--- src/rtl/slowbus_pkg.sv ---
package slowbus_pkg;
    typedef enum logic [2:0] {
        ST_IDLE      = 3'd0,
        ST_WAIT_LOW  = 3'd1,
        ST_WAIT_RISE = 3'd2,
        ST_DRIVE     = 3'd3,
        ST_DONE      = 3'd4
    } bridge_state_t;

    localparam int SYNC_PHI = 0;
    localparam int SYNC_BA  = 1;
    localparam int SYNC_W   = 2;
endpackage

--- src/rtl/slowbus_sync.sv ---
module slowbus_sync #(
    parameter int W      = 2,
    parameter int STAGES = 2
) (
    input  logic         clk,
    input  logic         rst_n,
    input  logic [W-1:0] async_in,
    output logic [W-1:0] level,
    output logic [W-1:0] rise,
    output logic [W-1:0] fall
);
    localparam int LAST = STAGES - 1;

    logic [W-1:0] chain [STAGES];
    logic [W-1:0] prev_q;

    always_ff @(posedge clk or negedge rst_n) begin
        if (!rst_n) chain[0] <= '0;
        else        chain[0] <= async_in;
    end

    for (genvar s = 1; s < STAGES; s++) begin : g_stage
        always_ff @(posedge clk or negedge rst_n) begin
            if (!rst_n) chain[s] <= '0;
            else        chain[s] <= chain[s-1];
        end
    end

    always_ff @(posedge clk or negedge rst_n) begin
        if (!rst_n) prev_q <= '0;
        else        prev_q <= chain[LAST];
    end

    assign level = chain[LAST];
    assign rise  = chain[LAST] & ~prev_q;
    assign fall  = ~chain[LAST] & prev_q;
endmodule

--- src/rtl/slowbus_fsm.sv ---
module slowbus_fsm
    import slowbus_pkg::*;
(
    input  logic          clk,
    input  logic          rst_n,
    input  logic          req_valid,
    input  logic          phi_high,
    input  logic          phi_rise,
    input  logic          phi_fall,
    input  logic          ba_high,
    output bridge_state_t state,
    output logic          capture,
    output logic          latch_rd,
    output logic          drive,
    output logic          done,
    output logic          busy
);
    bridge_state_t state_q, state_d;

    always_comb begin
        state_d = state_q;
        unique case (state_q)
            ST_IDLE:      if (req_valid) state_d = phi_high ? ST_WAIT_LOW : ST_WAIT_RISE;
            ST_WAIT_LOW:  if (!phi_high) state_d = ST_WAIT_RISE;
            ST_WAIT_RISE: if (phi_rise)  state_d = ba_high ? ST_DRIVE : ST_WAIT_LOW;
            ST_DRIVE:     if (phi_fall)  state_d = ST_DONE;
            ST_DONE:                     state_d = ST_IDLE;
            default:                     state_d = ST_IDLE;
        endcase
    end

    always_ff @(posedge clk or negedge rst_n) begin
        if (!rst_n) state_q <= ST_IDLE;
        else        state_q <= state_d;
    end

    always_comb begin
        capture  = 1'b0;
        latch_rd = 1'b0;
        drive    = 1'b0;
        done     = 1'b0;
        busy     = 1'b0;
        unique case (state_q)
            ST_IDLE: begin
                capture = req_valid;
                busy    = req_valid;
            end
            ST_WAIT_LOW, ST_WAIT_RISE: busy = 1'b1;
            ST_DRIVE: begin
                drive    = 1'b1;
                busy     = 1'b1;
                latch_rd = phi_fall;
            end
            ST_DONE: done = 1'b1;
            default: ;
        endcase
    end

    assign state = state_q;
endmodule

--- src/rtl/slowbus_drv.sv ---
module slowbus_drv #(
    parameter int AW = 16,
    parameter int DW = 8
) (
    input  logic          clk,
    input  logic          rst_n,
    input  logic          capture,
    input  logic          latch_rd,
    input  logic          drive,
    input  logic          req_write,
    input  logic [AW-1:0] req_addr,
    input  logic [DW-1:0] req_wdata,
    input  logic [DW-1:0] host_din,
    output logic [DW-1:0] rdata,
    output logic [AW-1:0] host_addr,
    output logic [DW-1:0] host_dout,
    output logic          host_rnw,
    output logic          host_oe
);
    logic          we_q;
    logic [AW-1:0] addr_q;
    logic [DW-1:0] wdata_q;
    logic [DW-1:0] rdata_q;

    always_ff @(posedge clk or negedge rst_n) begin
        if (!rst_n) begin
            we_q    <= 1'b0;
            addr_q  <= '0;
            wdata_q <= '0;
        end else if (capture) begin
            we_q    <= req_write;
            addr_q  <= req_addr;
            wdata_q <= req_wdata;
        end
    end

    always_ff @(posedge clk or negedge rst_n) begin
        if (!rst_n)                  rdata_q <= '0;
        else if (latch_rd && !we_q)  rdata_q <= host_din;
    end

    always_comb begin
        host_oe   = drive;
        host_addr = drive ? addr_q : '0;
        host_rnw  = drive ? !we_q : 1'b1;
        host_dout = (drive && we_q) ? wdata_q : '0;
    end

    assign rdata = rdata_q;
endmodule

--- src/rtl/slowbus_bridge.sv ---
module slowbus_bridge
    import slowbus_pkg::*;
#(
    parameter int AW          = 16,
    parameter int DW          = 8,
    parameter int SYNC_STAGES = 2
) (
    input  logic          clk,
    input  logic          rst_n,
    input  logic          req_valid,
    input  logic          req_write,
    input  logic [AW-1:0] req_addr,
    input  logic [DW-1:0] req_wdata,
    output logic          stall,
    output logic          ack,
    output logic [DW-1:0] rdata,
    input  logic          phi2,
    input  logic          ba,
    input  logic [DW-1:0] host_din,
    output logic [AW-1:0] host_addr,
    output logic [DW-1:0] host_dout,
    output logic          host_rnw,
    output logic          host_oe
);
    logic [SYNC_W-1:0] s_level, s_rise, s_fall;
    bridge_state_t     state;
    logic              capture, latch_rd, drive;

    slowbus_sync #(.W(SYNC_W), .STAGES(SYNC_STAGES)) sync_i (
        .clk      (clk),
        .rst_n    (rst_n),
        .async_in ({ba, phi2}),
        .level    (s_level),
        .rise     (s_rise),
        .fall     (s_fall)
    );

    slowbus_fsm fsm_i (
        .clk       (clk),
        .rst_n     (rst_n),
        .req_valid (req_valid),
        .phi_high  (s_level[SYNC_PHI]),
        .phi_rise  (s_rise[SYNC_PHI]),
        .phi_fall  (s_fall[SYNC_PHI]),
        .ba_high   (s_level[SYNC_BA]),
        .state     (state),
        .capture   (capture),
        .latch_rd  (latch_rd),
        .drive     (drive),
        .done      (ack),
        .busy      (stall)
    );

    slowbus_drv #(.AW(AW), .DW(DW)) drv_i (
        .clk       (clk),
        .rst_n     (rst_n),
        .capture   (capture),
        .latch_rd  (latch_rd),
        .drive     (drive),
        .req_write (req_write),
        .req_addr  (req_addr),
        .req_wdata (req_wdata),
        .host_din  (host_din),
        .rdata     (rdata),
        .host_addr (host_addr),
        .host_dout (host_dout),
        .host_rnw  (host_rnw),
        .host_oe   (host_oe)
    );

    logic unused_ok;
    assign unused_ok = ^{s_rise[SYNC_BA], s_fall[SYNC_BA], state};
endmodule

--- config.mk ---
export PLATFORM = sky130hd
export DESIGN_NAME = slowbus_bridge
export DESIGN_NICKNAME = d
export VERILOG_FILES = /design/src/rtl/slowbus_pkg.sv /design/src/rtl/slowbus_sync.sv /design/src/rtl/slowbus_fsm.sv /design/src/rtl/slowbus_drv.sv /design/src/rtl/slowbus_bridge.sv
export SDC_FILE = /design/constraint.sdc
export NUM_CORES = 1
export LEC_CHECK = 0
export CAP_MARGIN = 5
export CORE_UTILIZATION = 44
export CTS_BUF_LIST = sky130_fd_sc_hd__clkbuf_8
export DETAILED_ROUTE_END_ITERATION = 8
export GPL_ROUTABILITY_DRIVEN = 1
export HOLD_SLACK_MARGIN = 0.15
export PLACE_DENSITY = 0.78
export REMOVE_ABC_BUFFERS = 1
export SYNTH_ARGS = -nofsm -noshare
export SYNTH_HDL_FRONTEND = slang
export SYNTH_SLANG_ARGS = --single-unit
--- constraint.sdc ---
create_clock -name clk -period 2.05 [get_ports clk]
set_input_delay 0.41 -clock clk [delete_from_list [all_inputs] [get_ports clk]]
set_output_delay 0.41 -clock clk [all_outputs]
set_load 0.05 [all_outputs]
==> results.json, run 1 <==
{
  "hold_viol_final": 0,
  "ant_nets": 0,
  "nFillCells": 227,
  "setup-violations-final": 0,
  "drc_errors": 0,
  "die_w_um": 65.5,
  "grt_antenna_before_repair": 0,
  "layout_min_cycle_time_ns": 1.96,
  "holdWs_ns": 0.229,
  "path_max_fanout": 14,
  "grt_use_total": 0.203,
  "ctsHtreeMaxLevel": 2,
  "cts_buffer_depth": 2,
  "critPathLaunchType": "register",
  "crit_chain": "nor2_2 > buf_4 > and3_1 > buf_12",
  "critical_path_arrival_ns": 1.55,
  "synth_cell_types": 25,
  "report.power.total_mw": 4.58,
  "power.leakage_nw": 1.29,
  "drive_gt1_frac": 0.361,
  "syn_inst": 127,
  "cts_buffers": 5,
  "drv_cap": 0,
  "ys_seq_elements": 41,
  "overflow": 0,
  "start_util": 0.471,
  "fp.coreArea_sq_um": 3770,
  "critPathSlowestCell": "dfrtp_1",
  "ir_drop_v": 0.000987,
  "grt_pass1_vias": 1380,
  "postPlaceCellArea_sq_um": 2800,
  "finish.instance_area_sq_um": 2920,
  "drt-wirelength-per-cell_um": 15.6,
  "post_drt_via_cell_ratio": 5.15,
  "worstPathRequired_ns": 1.64,
  "synth_edf_count": 0,
  "via_count": 1304,
  "worstSetupEndpointType": "output pin",
  "finalCritPeriodShare": 0.956,
  "die-area_sq_um": 4300,
  "grt_start_max_net_pins": 42,
  "clk_pin_slew_ns": 0.07,
  "yosysWarningCount": 0,
  "pin_count": 74,
  "io_buffer_count": 73,
  "grt_pass1_wl_um": 6320,
  "timing_worst_setup_path_type": "reg -> out",
  "critPathMaxStageDelay_ns": 0.50,
  "path_delay_family": "flip-flops",
  "path_buf_inv": 2,
  "worst_pin_slew_ns": 0.875,
  "diodes": 0,
  "synthToLayoutAreaGrowth_pct": 64.2,
  "cts-root-buf": "clkbuf_8",
  "slew_viol_final": 0,
  "rsz0062_at_grt": "no",
  "fin_worst_skew_ns": 0.00375,
  "fin_nets": 243,
  "wl_um": 3960,
  "drt_iter0_drc": 48,
  "place.gp.congestion": 0.717,
  "timing.slew.headroom": 0.417,
  "fin_util": 0.773,
  "place_hpwl_um": 2850,
  "synth_ff_type": "dfrtp_1",
  "syn_avg_cell_area_sq_um": 14.0,
  "async_flop_share": 1.00,
  "ys_seq_area_frac": 0.577,
  "min_path_type": "in -> async",
  "cts_tree": "done",
  "die_h_um": 65.5,
  "num_rows": 22,
  "firstDrtPassIters": 4,
  "netlist_area_sq_um": 1780,
  "cts_sinks": 41,
  "clk_latency_ns": 0.29,
  "max_freq_mhz": 510,
  "status": "finished, final reports clean",
  "power_density_nw_per_um2": 1570
}
timing repair:
action	CTS	global route
setup buffers	0	4
setup endpoints to repair	24	24
hold buffers	0	0
resized for setup	2	1
layout by cell type, fill, tap and decap left out:
| cell type | count |
|---|---|
| buf_2 | 1 |
| nor2_1 | 2 |
| clkdlybuf4s50_1 | 44 |
| clkbuf_8 | 6 |
| o32a_1 | 1 |
| nand2b_1 | 1 |
| a21oi_1 | 2 |
| o221a_2 | 1 |
| dfrtp_1 | 39 |
| buf_12 | 27 |
| nand2_4 | 1 |
| mux2_2 | 17 |
| nor2_2 | 1 |
| dfrtp_2 | 2 |
| and2_1 | 16 |
| and3_1 | 8 |
| nor4b_4 | 1 |
| nor3b_1 | 1 |
| mux2_4 | 8 |
| nor3_1 | 2 |
| or3_1 | 1 |
| buf_4 | 8 |
| mux2_1 | 8 |
| inv_1 | 3 |
| nor2b_1 | 1 |
| or4_4 | 1 |
| o21ai_0 | 1 |
| nand2_1 | 1 |
power by group:
group	internal [mW]	switching (mW)	total, mW	leakage (nW)
combinational	1.29	1.38	2.67	0.762
sequential	1.17	0.217	1.39	0.482
clock	0.262	0.253	0.515	0.0485
synth_stat cells, drive strengths merged, types with 2 or more instances:
cell / instances / area share
a21oi: 2 / 0.0056
and2: 16 / 0.056
and3: 8 / 0.028
buf: 6 / 0.026
clkbuf: 3 / 0.0063
dfrtp: 41 / 0.58
inv: 2 / 0.0042
mux2: 33 / 0.23
nand2: 2 / 0.0084
nor2: 3 / 0.0063
nor3: 2 / 0.0056
layer usage:
metal	GRT usage	up-vias	wire length [um]
li1	-	588	-
met1	0.228	642	1580
met2	0.330	66	1920
met3	0.0972	8	381
met4	0.0815	0	77
met5	0	-	0
worst paths after layout:
check	startpoint	end	slack, ns	cells after the start
max in group asynchronous	rst_n	fsm_i.state[1]	1.23	1
setup reg to reg	fsm_i.state[2]	drv_i.rdata[3]	0.41	2
hold / removal	rst_n	fsm_i.state[0]	0.23	1
setup / recovery	fsm_i.state[2]	host_dout[4]	0.09	4
hold reg to reg	sync_i.chain[2]	sync_i.level[0]	0.35	0
min in group clk	sync_i.chain[2]	sync_i.level[0]	0.35	0
through the flow:
step           TNS (ns)  worst slack (ns)  std cells
6_report              0            0.0899        253
3_3_place_gp          0             0.184        242
4_1_cts               0           0.00981        249
2_1_floorplan    -16.52            -0.730        118
5_1_grt               0           0.00723        253
3_5_place_dp          0             0.132        242
layout make-up:
cell class	count	area, sq um	area share
sequential	41	1030	0.353
timing repair buffer	80	1050	0.359
inverter	2	7.51	0.00257
clock inverter	1	3.75	0.00129
tap	48	60.1	0.0206
clock buffer	6	82.6	0.0283
multi-input combinational	75	688	0.236
registers in the layout (all words and copies together) (netlist names):
| register | count |
|---|---|
| drv_i.wdata_q | 8 |
| sync_i.level | 2 |
| fsm_i.state | 3 |
| drv_i.rdata | 8 |
| drv_i.we_q | 1 |
| sync_i.prev_q | 1 |
| drv_i.addr_q | 16 |
| sync_i.chain | 2 |
cells by family after synthesis:
logic type	synth area share
AO/OA/AOI/OAI	0.0204
buffers and inverters	0.0366
flip-flops	0.577
multiplexers	0.226
AND/OR/NAND/NOR	0.139
(Power assumes the default switching activity.)
==> run 2, diff against run 1 <==
==> constraint.sdc (replaced) <==
create_clock -name clk -period 2.05 [get_ports clk]
set_input_delay 0.41 -clock clk [delete_from_list [all_inputs] [get_ports clk]]
set_output_delay 0.41 -clock clk [all_outputs]
set_load 0.01 [all_outputs]
==> results.json, run 2 (synthesis results as in run 1) <==
{
  "r2r-start": "fsm_i.state[2]",
  "dr_wl_met2_um": 1860,
  "ant_nets": 0,
  "die_w_um": 65.5,
  "diodes": 0,
  "critical_path_arrival_ns": 1.52,
  "drc_errors": 0,
  "power.leakage_nw": 1.31,
  "crit_path_start": "fsm_i.state[1]",
  "timing.slew.headroom": 0.658,
  "start_util": 0.471,
  "grt_pass1_wl_um": 6160,
  "wl_um": 3890,
  "die-area_sq_um": 4300,
  "final_cell_mix": "clkdlybuf4s50_1 (44), dfrtp_1 (41), dlygate4sd2_1 (25)",
  "grt_use_total": 0.197,
  "wl_met1_um": 1620,
  "hold_start": "sync_i.chain[2]",
  "slew_viol_final": 0,
  "holdPathStages": 0,
  "grt_pass1_vias": 1315,
  "multiInputGateArea_sq_um": 693,
  "cts_sinks": 41,
  "die_h_um": 65.5,
  "clk_latency_ns": 0.29,
  "fin_nets": 245,
  "largest_reg_flops": 16,
  "overflow": 0,
  "post_drt_via_cell_ratio": 5.08,
  "nFillCells": 265,
  "fin_worst_skew_ns": 0.00629,
  "drv_cap": 0,
  "layout_min_cycle_time_ns": 1.93,
  "ctsHtreeMaxLevel": 2,
  "io_buffer_count": 73,
  "worstPathRequired_ns": 1.64,
  "top_register": "drv_i.addr_q",
  "place.gp.congestion": 0.700,
  "timing_worst_setup_path_type": "reg -> out",
  "rsz0062_at_grt": "no",
  "drive_gt1_frac": 0.212,
  "num_rows": 22,
  "hold_viol_final": 0,
  "clk_pin_slew_ns": 0.07,
  "fp.coreArea_sq_um": 3770,
  "finalCritPeriodShare": 0.940,
  "status": "finished, final reports clean",
  "final_common_cell": "clkdlybuf4s50_1",
  "ir_drop_v": 0.000706,
  "dr_wl_met3_um": 340,
  "drt_iter0_drc": 51,
  "regArea_sq_um": 1030,
  "report.power.total_mw": 3.32,
  "reg2regPathDepth": 3,
  "max_freq_mhz": 519,
  "worst_pin_slew_ns": 0.513,
  "min_path_type": "reg -> reg",
  "drt-wirelength-per-cell_um": 15.2,
  "firstDrtPassIters": 4,
  "cts_tree": "done",
  "cts_buffer_depth": 2,
  "synthToLayoutAreaGrowth_pct": 49.6,
  "cts-root-buf": "clkbuf_8",
  "grt_antenna_before_repair": 0,
  "worstSetupEndpointType": "output pin",
  "top_layer": "met4",
  "critPathLaunchType": "register",
  "setup-violations-final": 0,
  "pin_count": 74,
  "cts_buffers": 5,
  "place_hpwl_um": 2740,
  "path_max_fanout": 6,
  "post-cts-setup-buffer-count": 0,
  "fin_tns_setup_ns": 0,
  "power_density_nw_per_um2": 1250,
  "via_count": 1301,
  "grt_start_max_net_pins": 26
}
-- run 2: layout make-up --
type | count | area share
flip-flops and latches | 41 | 0.386
multi-input cells | 75 | 0.261
well taps | 48 | 0.0226
clock inverters | 3 | 0.00424
inverters | 2 | 0.00282
repair buffers | 82 | 0.298
clock buffers | 5 | 0.0259
-- run 2: worst paths after layout --
check | to | slack (ns)
worst max-delay path | host_dout[5] | 0.12
worst min-delay path | sync_i.level[0] | 0.35
worst max register to register | drv_i.rdata[4] | 0.37
worst min register to register | sync_i.level[0] | 0.35
max in group asynchronous | drv_i.addr_q[7] | 0.78
min in group asynchronous | drv_i.rdata[3] | 0.62
-- run 2: worst max-delay path, cell delays in order, from the launching register on --
cell	delay [ns]
dfrtp_1	0.40
nand2_4	0.09
nor2_4	0.14
buf_4	0.15
and3_1	0.18
dlygate4sd2_1	0.27
-- run 2: routing by layer --
layer	vias up	global-route usage
met5	-	0
met2	61	0.317
met1	639	0.238
met4	0	0.0734
li1	594	-
met3	7	0.0781
-- run 2: power breakdown --
group	internal [mW]	switching [mW]
sequential	1.17	0.194
clock	0.227	0.262
combinational	0.896	0.572
total	2.29	1.03
-- run 2: metrics by stage --
stage | cells | hold WS (ns) | instance area, sq um | worst slack, ns | utilization
4_1_cts | 256 | 0.354 | 2650 | 0.0140 | 0.703
6_report | 256 | 0.351 | 2660 | 0.122 | 0.705
3_3_place_gp | 246 | 0.335 | 2570 | 0.0463 | 0.681
5_1_grt | 256 | 0.363 | 2660 | 0.0578 | 0.705
2_1_floorplan | 118 | 0.114 | 1720 | 0.0718 | -
3_5_place_dp | 246 | 0.336 | 2570 | 0.0197 | 0.681
-- run 2: timing repair --
action	4_1_cts	5_1_grt
gates cloned	1	0
gates resized for setup	30	3
hold buffers	1	0
endpoints found under the hold margin	22	0
setup endpoints to repair	26	3
==> run 3, diff against run 2 <==
--- a/config.mk
+++ b/config.mk
@@ -6,6 +6,7 @@
 export NUM_CORES = 1
 export LEC_CHECK = 0
 export CAP_MARGIN = 5
+export CORE_MARGIN = 3
 export CORE_UTILIZATION = 44
 export CTS_BUF_LIST = sky130_fd_sc_hd__clkbuf_8
 export DETAILED_ROUTE_END_ITERATION = 8
==> results.json, run 3 (synthesis results as in run 1) <==
{
  "finish.instance_area_sq_um": 2680,
  "setup_ws_ns": 0.128,
  "drive_gt1_frac": 0.226,
  "place.gp.congestion": 0.831,
  "grt_use_total": 0.176,
  "place_hpwl_um": 2930,
  "min_path_type": "reg -> reg",
  "worstPathRequired_ns": 1.64,
  "final_cell_count_no_fill": 256,
  "timing.slew.headroom": 0.743,
  "wl_um": 4080,
  "die_w_um": 69.5,
  "worst_pin_slew_ns": 0.385,
  "slew_viol_final": 0,
  "worstSetupEndpointType": "output pin",
  "overflow": 0,
  "hold_start": "sync_i.chain[2]",
  "fin_worst_skew_ns": 0.0111,
  "fp.coreArea_sq_um": 3770,
  "die-area_sq_um": 4840,
  "grt_pass1_vias": 1442,
  "rsz0062_at_grt": "no",
  "power_density_nw_per_um2": 1270,
  "timing_worst_setup_path_type": "reg -> out",
  "post_drt_via_cell_ratio": 5.02,
  "power.leakage_nw": 1.32,
  "holdPathStages": 0,
  "drt_iter0_drc": 111,
  "via_count": 1285,
  "setup-violations-final": 0,
  "place_ws_ns": -0.0297,
  "post-cts-setup-buffer-count": 0,
  "report.power.total_mw": 3.40,
  "pin_count": 74,
  "final_common_cell": "clkdlybuf4s50_1",
  "holdPathEnd": "sync_i.level[0]",
  "cts_buffers": 5,
  "layout_min_cycle_time_ns": 1.92,
  "start_util": 0.471,
  "ctsHtreeMaxLevel": 2,
  "diodes": 0,
  "cts_buffer_depth": 2,
  "cts_sinks": 41,
  "clk_pin_slew_ns": 0.08,
  "hold_viol_final": 0,
  "top_register": "drv_i.addr_q",
  "reg2regPathDepth": 3,
  "synthToLayoutAreaGrowth_pct": 50.6,
  "final_cell_mix": "clkdlybuf4s50_1 (44), dfrtp_1 (41), dlygate4sd2_1 (25)",
  "grt_start_max_net_pins": 26,
  "largest_reg_flops": 16,
  "postPlaceCellArea_sq_um": 2570,
  "status": "finished, final reports clean",
  "r2r-start": "fsm_i.state[2]",
  "grt_pass1_wl_um": 6750,
  "drc_errors": 0,
  "r2r_end": "drv_i.rdata[0]",
  "cts-root-buf": "clkbuf_8",
  "holdWs_ns": 0.341,
  "dp_cells": 246,
  "fin_nets": 245,
  "max_freq_mhz": 520,
  "path_max_fanout": 8,
  "critical_path_arrival_ns": 1.51,
  "drt-wirelength-per-cell_um": 15.9,
  "die_h_um": 69.5,
  "ir_drop_v": 0.000622,
  "cts_tree": "done",
  "num_rows": 22,
  "firstDrtPassIters": 5,
  "r2r_setup_slack_ns": 0.35,
  "ant_nets": 0,
  "io_buffer_count": 73,
  "critPathLaunchType": "register",
  "clk_latency_ns": 0.29,
  "grt_antenna_before_repair": 0,
  "drv_cap": 0,
  "finalCritPeriodShare": 0.938
}
-- run 3: through the flow --
stage	TNS (ns)	utilization
2_1_floorplan	0	-
3_3_place_gp	0	0.681
3_5_place_dp	-0.0297	0.681
4_1_cts	0	0.708
5_1_grt	0	0.710
6_report	0	0.710
-- run 3: per-layer routing --
layer	global-route usage	share of wire	up-vias
li1	-	-	593
met1	0.207	0.41	625
met2	0.300	0.48	62
met3	0.0739	0.098	5
met4	0.0390	0.0088	0
met5	0	0	-
-- run 3: what timing repair did --
item                                    CTS  global route
hold buffers                              1             0
hold endpoints to repair                 17             0
cloned                                    1             0
endpoints found under the setup margin   27             3
resized for setup                        30             3
-- run 3: worst max-delay path by stage --
| stage | start | end | slack [ns] |
|---|---|---|---|
| after floorplan | fsm_i.state[1] | drv_i.addr_q[0] | 0.07 |
| after global placement | req_valid | stall | 0.05 |
| after detailed placement | req_valid | stall | -0.03 |
| after CTS | fsm_i.state[1] | ack | 0.005 |
| after global routing | fsm_i.state[0] | host_dout[2] | 0.05 |
| final | fsm_i.state[0] | host_dout[6] | 0.13 |
-- run 3: worst max-delay path, cell delays in order (launching register included) --
cell and delay [ns]:
dfrtp_1 0.40, nand2_4 0.09, nor2_4 0.14, buf_4 0.17
and3_1 0.16, dlygate4sd2_1 0.26
-- run 3: layout make-up --
class	count	area (sq um)
clock buffer	7	96.3
clock inverter	1	5.00
fill	254	1090
inverter	2	7.51
multi-input combinational	75	693
sequential	41	1030
tap	48	60.1
timing repair buffer	82	788
-- run 3: power by group --
part           switching [mW]  total, mW  leakage (nW)  internal, mW
combinational           0.582       1.47         0.781         0.887
clock                   0.255      0.559        0.0542         0.304
sequential              0.205       1.38         0.484          1.17
